==> config.mk <==
export PLATFORM = sky130hd
export DESIGN_NAME = addr_window_decoder
export DESIGN_NICKNAME = d
export VERILOG_FILES = /design/src/rtl/awd_pkg.sv /design/src/rtl/awd_regfile.sv /design/src/rtl/awd_window_match.sv /design/src/rtl/awd_prio_sel.sv /design/src/rtl/addr_window_decoder.sv
export SDC_FILE = /design/constraint.sdc
export NUM_CORES = 2
export LEC_CHECK = 0
export BUFFER_PORTS_ARGS = -buffer_cell sky130_fd_sc_hd__buf_2
export CAP_MARGIN = 20
export CORE_UTILIZATION = 47
export CTS_CLUSTER_SIZE = 16
export DETAILED_ROUTE_END_ITERATION = 6
export GPL_ROUTABILITY_DRIVEN = 0
export MAX_ROUTING_LAYER = met4
export SLEW_MARGIN = 20
export SYNTH_ARGS = -nofsm -noshare
export SYNTH_HDL_FRONTEND = slang
export SYNTH_HIERARCHICAL = 1
export SYNTH_SLANG_ARGS = --single-unit
==> constraint.sdc <==
create_clock -name clk -period 4.94 [get_ports clk]
set_clock_uncertainty 0.05 [all_clocks]
set_input_delay 0.247 -clock clk [delete_from_list [all_inputs] [get_ports clk]]
set_output_delay 0.247 -clock clk [all_outputs]
set_load 0.005 [all_outputs]
==> src/rtl/awd_pkg.sv <==
package awd_pkg;
  localparam int unsigned ADDR_W     = 32;
  localparam int unsigned OFF_W      = 16;
  localparam int unsigned SIZE_W     = ADDR_W - OFF_W;
  localparam int unsigned TGT_W      = 4;
  localparam int unsigned ATTR_W     = 8;
  localparam int unsigned HI_W       = 32;
  localparam int unsigned DATA_W     = 32;
  localparam int unsigned NUM_WIN    = 8;
  localparam int unsigned WIN_IDX_W  = $clog2(NUM_WIN);
  localparam int unsigned REG_SEL_W  = 2;
  localparam int unsigned CFG_ADDR_W = WIN_IDX_W + REG_SEL_W;

  // control register field positions
  localparam int unsigned CTRL_EN_BIT   = 31;
  localparam int unsigned CTRL_TGT_LSB  = 24;
  localparam int unsigned CTRL_ATTR_LSB = 16;
  localparam int unsigned CTRL_SIZE_LSB = 0;

  typedef enum logic [REG_SEL_W-1:0] {
    REG_CTRL     = 2'd0,
    REG_BASE     = 2'd1,
    REG_REMAP    = 2'd2,
    REG_REMAP_HI = 2'd3
  } reg_sel_e;

  typedef struct packed {
    logic              en;
    logic [TGT_W-1:0]  tgt;
    logic [ATTR_W-1:0] attr;
    logic [SIZE_W-1:0] size;
    logic [SIZE_W-1:0] base;
    logic [SIZE_W-1:0] remap;
    logic [HI_W-1:0]   remap_hi;
  } win_cfg_t;
endpackage

==> src/rtl/awd_regfile.sv <==
module awd_regfile
  import awd_pkg::*;
(
  input  logic                  clk,
  input  logic                  rst_n,
  input  logic                  cfg_we,
  input  logic [CFG_ADDR_W-1:0] cfg_addr,
  input  logic [DATA_W-1:0]     cfg_wdata,
  output logic [DATA_W-1:0]     cfg_rdata,
  output win_cfg_t              win_cfg [NUM_WIN]
);
  logic [WIN_IDX_W-1:0] sel_win;
  reg_sel_e             sel_reg;

  assign sel_win = cfg_addr[CFG_ADDR_W-1:REG_SEL_W];
  assign sel_reg = reg_sel_e'(cfg_addr[REG_SEL_W-1:0]);

  for (genvar g = 0; g < NUM_WIN; g++) begin : g_win
    always_ff @(posedge clk or negedge rst_n) begin
      if (!rst_n) begin
        win_cfg[g] <= '0;
      end else if (cfg_we && sel_win == WIN_IDX_W'(g)) begin
        unique case (sel_reg)
          REG_CTRL: begin
            win_cfg[g].en   <= cfg_wdata[CTRL_EN_BIT];
            win_cfg[g].tgt  <= cfg_wdata[CTRL_TGT_LSB +: TGT_W];
            win_cfg[g].attr <= cfg_wdata[CTRL_ATTR_LSB +: ATTR_W];
            win_cfg[g].size <= cfg_wdata[CTRL_SIZE_LSB +: SIZE_W];
          end
          REG_BASE:     win_cfg[g].base     <= cfg_wdata[DATA_W-1 -: SIZE_W];
          REG_REMAP:    win_cfg[g].remap    <= cfg_wdata[DATA_W-1 -: SIZE_W];
          REG_REMAP_HI: win_cfg[g].remap_hi <= cfg_wdata[HI_W-1:0];
          default: ;
        endcase
      end
    end
  end

  always_comb begin
    cfg_rdata = '0;
    unique case (sel_reg)
      REG_CTRL: begin
        cfg_rdata[CTRL_EN_BIT]               = win_cfg[sel_win].en;
        cfg_rdata[CTRL_TGT_LSB +: TGT_W]     = win_cfg[sel_win].tgt;
        cfg_rdata[CTRL_ATTR_LSB +: ATTR_W]   = win_cfg[sel_win].attr;
        cfg_rdata[CTRL_SIZE_LSB +: SIZE_W]   = win_cfg[sel_win].size;
      end
      REG_BASE:     cfg_rdata[DATA_W-1 -: SIZE_W] = win_cfg[sel_win].base;
      REG_REMAP:    cfg_rdata[DATA_W-1 -: SIZE_W] = win_cfg[sel_win].remap;
      REG_REMAP_HI: cfg_rdata[HI_W-1:0]           = win_cfg[sel_win].remap_hi;
      default: ;
    endcase
  end
endmodule

==> src/rtl/awd_window_match.sv <==
module awd_window_match
  import awd_pkg::*;
(
  input  win_cfg_t          cfg,
  input  logic [ADDR_W-1:0] addr,
  output logic              armed,
  output logic              size_bad,
  output logic              hit,
  output logic [ADDR_W-1:0] xlat
);
  logic [SIZE_W-1:0] hi_bits;
  logic [SIZE_W-1:0] size_inc;

  assign hi_bits  = addr[ADDR_W-1:OFF_W];
  assign size_inc = cfg.size + SIZE_W'(1);
  // a legal size is a run of ones from bit 0: adding one clears every set bit
  assign size_bad = (cfg.size & size_inc) != '0;
  assign armed    = cfg.en && !size_bad;
  assign hit      = armed && (((hi_bits ^ cfg.base) & ~cfg.size) == '0);
  assign xlat     = {(cfg.remap & ~cfg.size) | (hi_bits & cfg.size),
                     addr[OFF_W-1:0]};
endmodule

==> src/rtl/awd_prio_sel.sv <==
module awd_prio_sel
  import awd_pkg::*;
(
  input  logic                 clk,
  input  logic                 rst_n,
  input  logic [NUM_WIN-1:0]   hit,
  input  logic [NUM_WIN-1:0]   armed,
  output logic [NUM_WIN-1:0]   grant,
  output logic                 any_hit,
  output logic [WIN_IDX_W-1:0] idx
);
  always_comb begin
    grant   = '0;
    any_hit = 1'b0;
    idx     = '0;
    for (int i = 0; i < NUM_WIN; i++) begin
      if (hit[i] && !any_hit) begin
        grant[i] = 1'b1;
        any_hit  = 1'b1;
        idx      = WIN_IDX_W'(i);
      end
    end
  end


  single_grant_chk: assert property (@(posedge clk) disable iff (!rst_n)
    $onehot0(grant));


  grant_armed_chk: assert property (@(posedge clk) disable iff (!rst_n)
    (grant & ~armed) == '0);
endmodule

==> src/rtl/addr_window_decoder.sv <==
module addr_window_decoder
  import awd_pkg::*;
(
  input  logic                  clk,
  input  logic                  rst_n,
  input  logic                  cfg_we,
  input  logic [CFG_ADDR_W-1:0] cfg_addr,
  input  logic [DATA_W-1:0]     cfg_wdata,
  output logic [DATA_W-1:0]     cfg_rdata,
  output logic [NUM_WIN-1:0]    cfg_err,
  input  logic                  req_valid,
  output logic                  req_ready,
  input  logic [ADDR_W-1:0]     req_addr,
  output logic                  resp_valid,
  input  logic                  resp_ready,
  output logic                  resp_miss,
  output logic [WIN_IDX_W-1:0]  resp_win,
  output logic [TGT_W-1:0]      resp_target,
  output logic [ATTR_W-1:0]     resp_attr,
  output logic [ADDR_W-1:0]     resp_addr,
  output logic [HI_W-1:0]       resp_addr_hi
);
  win_cfg_t              win_cfg [NUM_WIN];
  logic [NUM_WIN-1:0]    hit, armed, grant;
  logic [ADDR_W-1:0]     xlat [NUM_WIN];
  logic                  any_hit;
  logic [WIN_IDX_W-1:0]  win_idx;
  logic [ADDR_W-1:0]     sel_xlat;
  logic [HI_W-1:0]       sel_hi;
  logic [TGT_W-1:0]      sel_tgt;
  logic [ATTR_W-1:0]     sel_attr;
  logic                  accept;

  awd_regfile u_regs (
    .clk       (clk),
    .rst_n     (rst_n),
    .cfg_we    (cfg_we),
    .cfg_addr  (cfg_addr),
    .cfg_wdata (cfg_wdata),
    .cfg_rdata (cfg_rdata),
    .win_cfg   (win_cfg)
  );

  for (genvar g = 0; g < NUM_WIN; g++) begin : g_match
    awd_window_match u_match (
      .cfg      (win_cfg[g]),
      .addr     (req_addr),
      .armed    (armed[g]),
      .size_bad (cfg_err[g]),
      .hit      (hit[g]),
      .xlat     (xlat[g])
    );
  end

  awd_prio_sel u_prio (
    .clk     (clk),
    .rst_n   (rst_n),
    .hit     (hit),
    .armed   (armed),
    .grant   (grant),
    .any_hit (any_hit),
    .idx     (win_idx)
  );

  // one-hot grant makes an OR across windows a mux
  always_comb begin
    sel_xlat = '0;
    sel_hi   = '0;
    sel_tgt  = '0;
    sel_attr = '0;
    for (int i = 0; i < NUM_WIN; i++) begin
      if (grant[i]) begin
        sel_xlat = sel_xlat | xlat[i];
        sel_hi   = sel_hi   | win_cfg[i].remap_hi;
        sel_tgt  = sel_tgt  | win_cfg[i].tgt;
        sel_attr = sel_attr | win_cfg[i].attr;
      end
    end
  end

  assign req_ready = !resp_valid || resp_ready;
  assign accept    = req_valid && req_ready;

  always_ff @(posedge clk or negedge rst_n) begin
    if (!rst_n) begin
      resp_valid   <= 1'b0;
      resp_miss    <= 1'b0;
      resp_win     <= '0;
      resp_target  <= '0;
      resp_attr    <= '0;
      resp_addr    <= '0;
      resp_addr_hi <= '0;
    end else if (accept) begin
      resp_valid   <= 1'b1;
      resp_miss    <= !any_hit;
      resp_win     <= win_idx;
      resp_target  <= sel_tgt;
      resp_attr    <= sel_attr;
      resp_addr    <= any_hit ? sel_xlat : req_addr;
      resp_addr_hi <= sel_hi;
    end else if (resp_ready) begin
      resp_valid   <= 1'b0;
    end
  end


  resp_hold_chk: assert property (@(posedge clk) disable iff (!rst_n)
    (resp_valid && !resp_ready) |=> (resp_valid && $stable({resp_miss, resp_win,
      resp_target, resp_attr, resp_addr, resp_addr_hi})));


  empty_ready_chk: assert property (@(posedge clk) disable iff (!rst_n)
    !resp_valid |-> req_ready);


  miss_clean_chk: assert property (@(posedge clk) disable iff (!rst_n)
    (resp_valid && resp_miss) |-> (resp_win == '0 && resp_target == '0 &&
      resp_attr == '0 && resp_addr_hi == '0));
endmodule

==> results.json <==
{
  "outcome": "finished with violations",
  "violations": "DRC",
  "fin_setup_tns_ns": 0,
  "overflow": 0,
  "grt_usage_pct": 36.40,
  "post-dp-hpwl_mm": 117.6,
  "worstRegToRegCells": 11,
  "synth_cells": 3621,
  "clockBufferDepth": 3,
  "layout_commonest_cell": "dfrtp_1",
  "synth-edff-count": 0,
  "setup_viol": 0,
  "io_buffers": 195,
  "path_clk_slew_ns": 0.06,
  "area_growth_pct": 10.60,
  "firstDrtPassIters": 7,
  "place_inst": 4763,
  "placed_area_um2": 47280,
  "synthArstFlopShare_pct": 100.0,
  "hold_class": "in2reg",
  "cts_buffers": 97,
  "die-area_um2": 99090,
  "power_leakage_nw": 21.80,
  "nNetsFinal": 3683,
  "fp-row-count": 114,
  "routedWlPerCell_um": 35.45,
  "antenna_found_initial": 9,
  "synth_nets": 3700,
  "reg2reg_to": "resp_addr[6]",
  "max_freq_mhz": 240.2,
  "fin_crit_sh_pct": 84.27,
  "cts.sinks": 825,
  "cts_tree": "yes",
  "synth_area_leaders": "dfrtp_1 (45%), mux2_2 (16%), mux4_2 (7.0%)",
  "ys_seq_elements": 825,
  "top_level_ports": 196,
  "hold_viol": 0,
  "drt-initial-drc-count": 4426,
  "instances_no_fill": 4970,
  "ys.flop_type": "dfrtp_1",
  "worst_pin_slew_ns": 1.299,
  "rr_startpoint": "u_regs/win_cfg[634]",
  "powerDensity_nw_per_um2": 422.4,
  "grt_setup_unrepaired": "no",
  "crit_path_start_kind": "flop",
  "synth_top_area_share_pct": 44.90,
  "ant_nets": 0,
  "die_h_um": 314.8,
  "crit_fanout": 24,
  "max_cap_violations": 0,
  "critical_path.cell_chain": "or4_4 -> nor3_4 -> a41o_1 -> and4bb_1 -> and3_1 -> inv_1 -> nor2_4 -> buf_4 -> a22oi_1 -> and4_1 -> a221oi_2",
  "grt_pass1_vias": 33220,
  "cp-startpoint": "u_regs/win_cfg[634]",
  "synth_warnings": 6,
  "wirelength_mm": 176.2,
  "core-area_um2": 96850,
  "avgSynthCellArea_um2": 12.70,
  "cp.arrival_ns": 4.68,
  "grt_pass1_wl_mm": 251.3,
  "final_layout_size_suffix_gt1_share_pct": 36.50,
  "num_vias": 34330,
  "r2r_setup_slack_ns": 0.78,
  "max_slew_margin_pct": 13.25,
  "min_period_ns": 4.163,
  "required_ns": 5.46,
  "worstSkewPairLatency_ns": 0.71,
  "initial_core_util_pct": 47.48,
  "synth_seq_area_share_pct": 44.90,
  "postCtsSetupBuffers": 0,
  "drc": 66,
  "cts_max_level": 3,
  "avgViaCountPerCell": 6.908,
  "grt_max_degree": 126,
  "peakVddDrop_mv": 0.2971,
  "die_w_um": 314.8,
  "endpoint_kind": "flop",
  "syn_area_um2": 45980,
  "final_cell_mix": "dfrtp_1 (825), mux2_2 (649), mux2_1 (228), buf_2 (191), mux4_2 (142)",
  "ys_types": 63,
  "root_buffer": "clkbuf_16",
  "cp-endpoint": "resp_addr[6]",
  "cpPeakStageDelay_ns": 0.81,
  "slew_viol_final": 0,
  "criticalPathCategory": "reg2reg",
  "synth_largest_area_cell": "dfrtp_1",
  "final_area_um2": 50860,
  "critPathSlowestCell": "nor2_4"
}
how the worst min path moves through the flow:
| stage | slack (ns) | end | depth (start not counted) | startpoint |
|---|---|---|---|---|
| final | 0.04 | resp_addr[29] | 3 | req_addr[29] |
| after CTS | 0.003 | resp_addr[29] | 3 | req_addr[29] |
| after floorplan | -0.1 | resp_addr[0] | 0 | rst_n |
| after detailed placement | 0.29 | resp_addr_hi[8] | 1 | rst_n |
| after global placement | 0.30 | resp_addr_hi[8] | 1 | rst_n |
| after global routing | 0.03 | u_regs/win_cfg[472] | 2 | cfg_wdata[7] |
metal layers:
layer  GRT usage [%]  wire [um]
met5               -          0
met4           16.70       9820
met3           8.052      17260
met2           53.57      78940
met1           47.95      70190
logic make-up after synthesis:
kind of cell | synth area share (%)
mux | 30.48
flops | 44.90
compound gates | 12.13
fa+ha+maj | 0.1361
simple gates | 4.305
xor+xnor | 2.438
buf+inv | 5.611
registers in the layout (all words and copies together), names as in the netlist:
register / cells
resp_miss: 1
resp_valid: 1
resp_addr: 32
resp_win: 3
resp_attr: 8
resp_addr_hi: 32
u_regs/win_cfg: 744
resp_target: 4
synthesized netlist by cell type, drive strengths merged (3+ instances only):
cell and count:
a32oi 7, o21ai 6, a22oi 141, and3 10
dfrtp 825, and4bb 8, inv 40, o221ai 4
mux2 877, or2 9, a31oi 54, mux2i 94
a211o 6, xnor2 128, and2b 8, and2 3
and4 32, a221oi 154, a21oi 118, buf 300
nand3 9, nor2b 10, a22o 88, a2111oi 6
a21o 7, nand2 118, o22ai 102, nor4 17
o31ai 8, nor3 22, ha 5, mux4 142
or4 8, nor2 80, clkbuf 131, o22a 3
o211ai 3, nand2b 5, a2111o 8, a41o 8
nand4 8
critical path: cells and delay by family (launching register included):
family | cells | cell delay, ns
and+or+nand+nor | 6 | 2.35
buffers and inverters | 2 | 0.60
AOI/OAI and AO/OA | 3 | 0.53
DFF | 1 | 0.48
area by class of cell:
class | count | area (um2)
tap | 1276 | 1597
antenna | 9 | 22.52
sequential | 825 | 20640
inverter | 40 | 150.1
fill | 8344 | 45990
multi-input combinational | 2325 | 22860
clock inverter | 40 | 526.8
timing repair buffer | 315 | 2222
clock buffer | 140 | 2830
report_power, final:
group / switching (mW) / total (mW) / internal (mW)
Clock: 3.09 / 7.56 / 4.47
Combinational: 2.03 / 4.26 / 2.23
Sequential: 1.63 / 9.65 / 8.02
Total: 6.75 / 21.5 / 14.7
through the flow:
stage | util (%) | hold slack (ns) | power [mW] | setup slack [ns]
after CTS | 52.46 | 0.002922 | 21.38 | 0.8647
after floorplan | - | -0.09859 | 11.92 | 1.902
after detailed placement | 48.81 | 0.2882 | 13.83 | 0.9201
final | 52.51 | 0.04354 | 21.48 | 0.7772
after global routing | 52.50 | 0.03122 | 22.14 | 0.6178
after global placement | 48.78 | 0.3019 | 13.73 | 1.005
what timing repair did:
action | 4_1_cts | 5_1_grt
endpoints found under the hold margin | 95 | 0
gates resized for setup | 0 | 0
hold buffers | 17 | 0
Power figures use the tool's default switching activity.
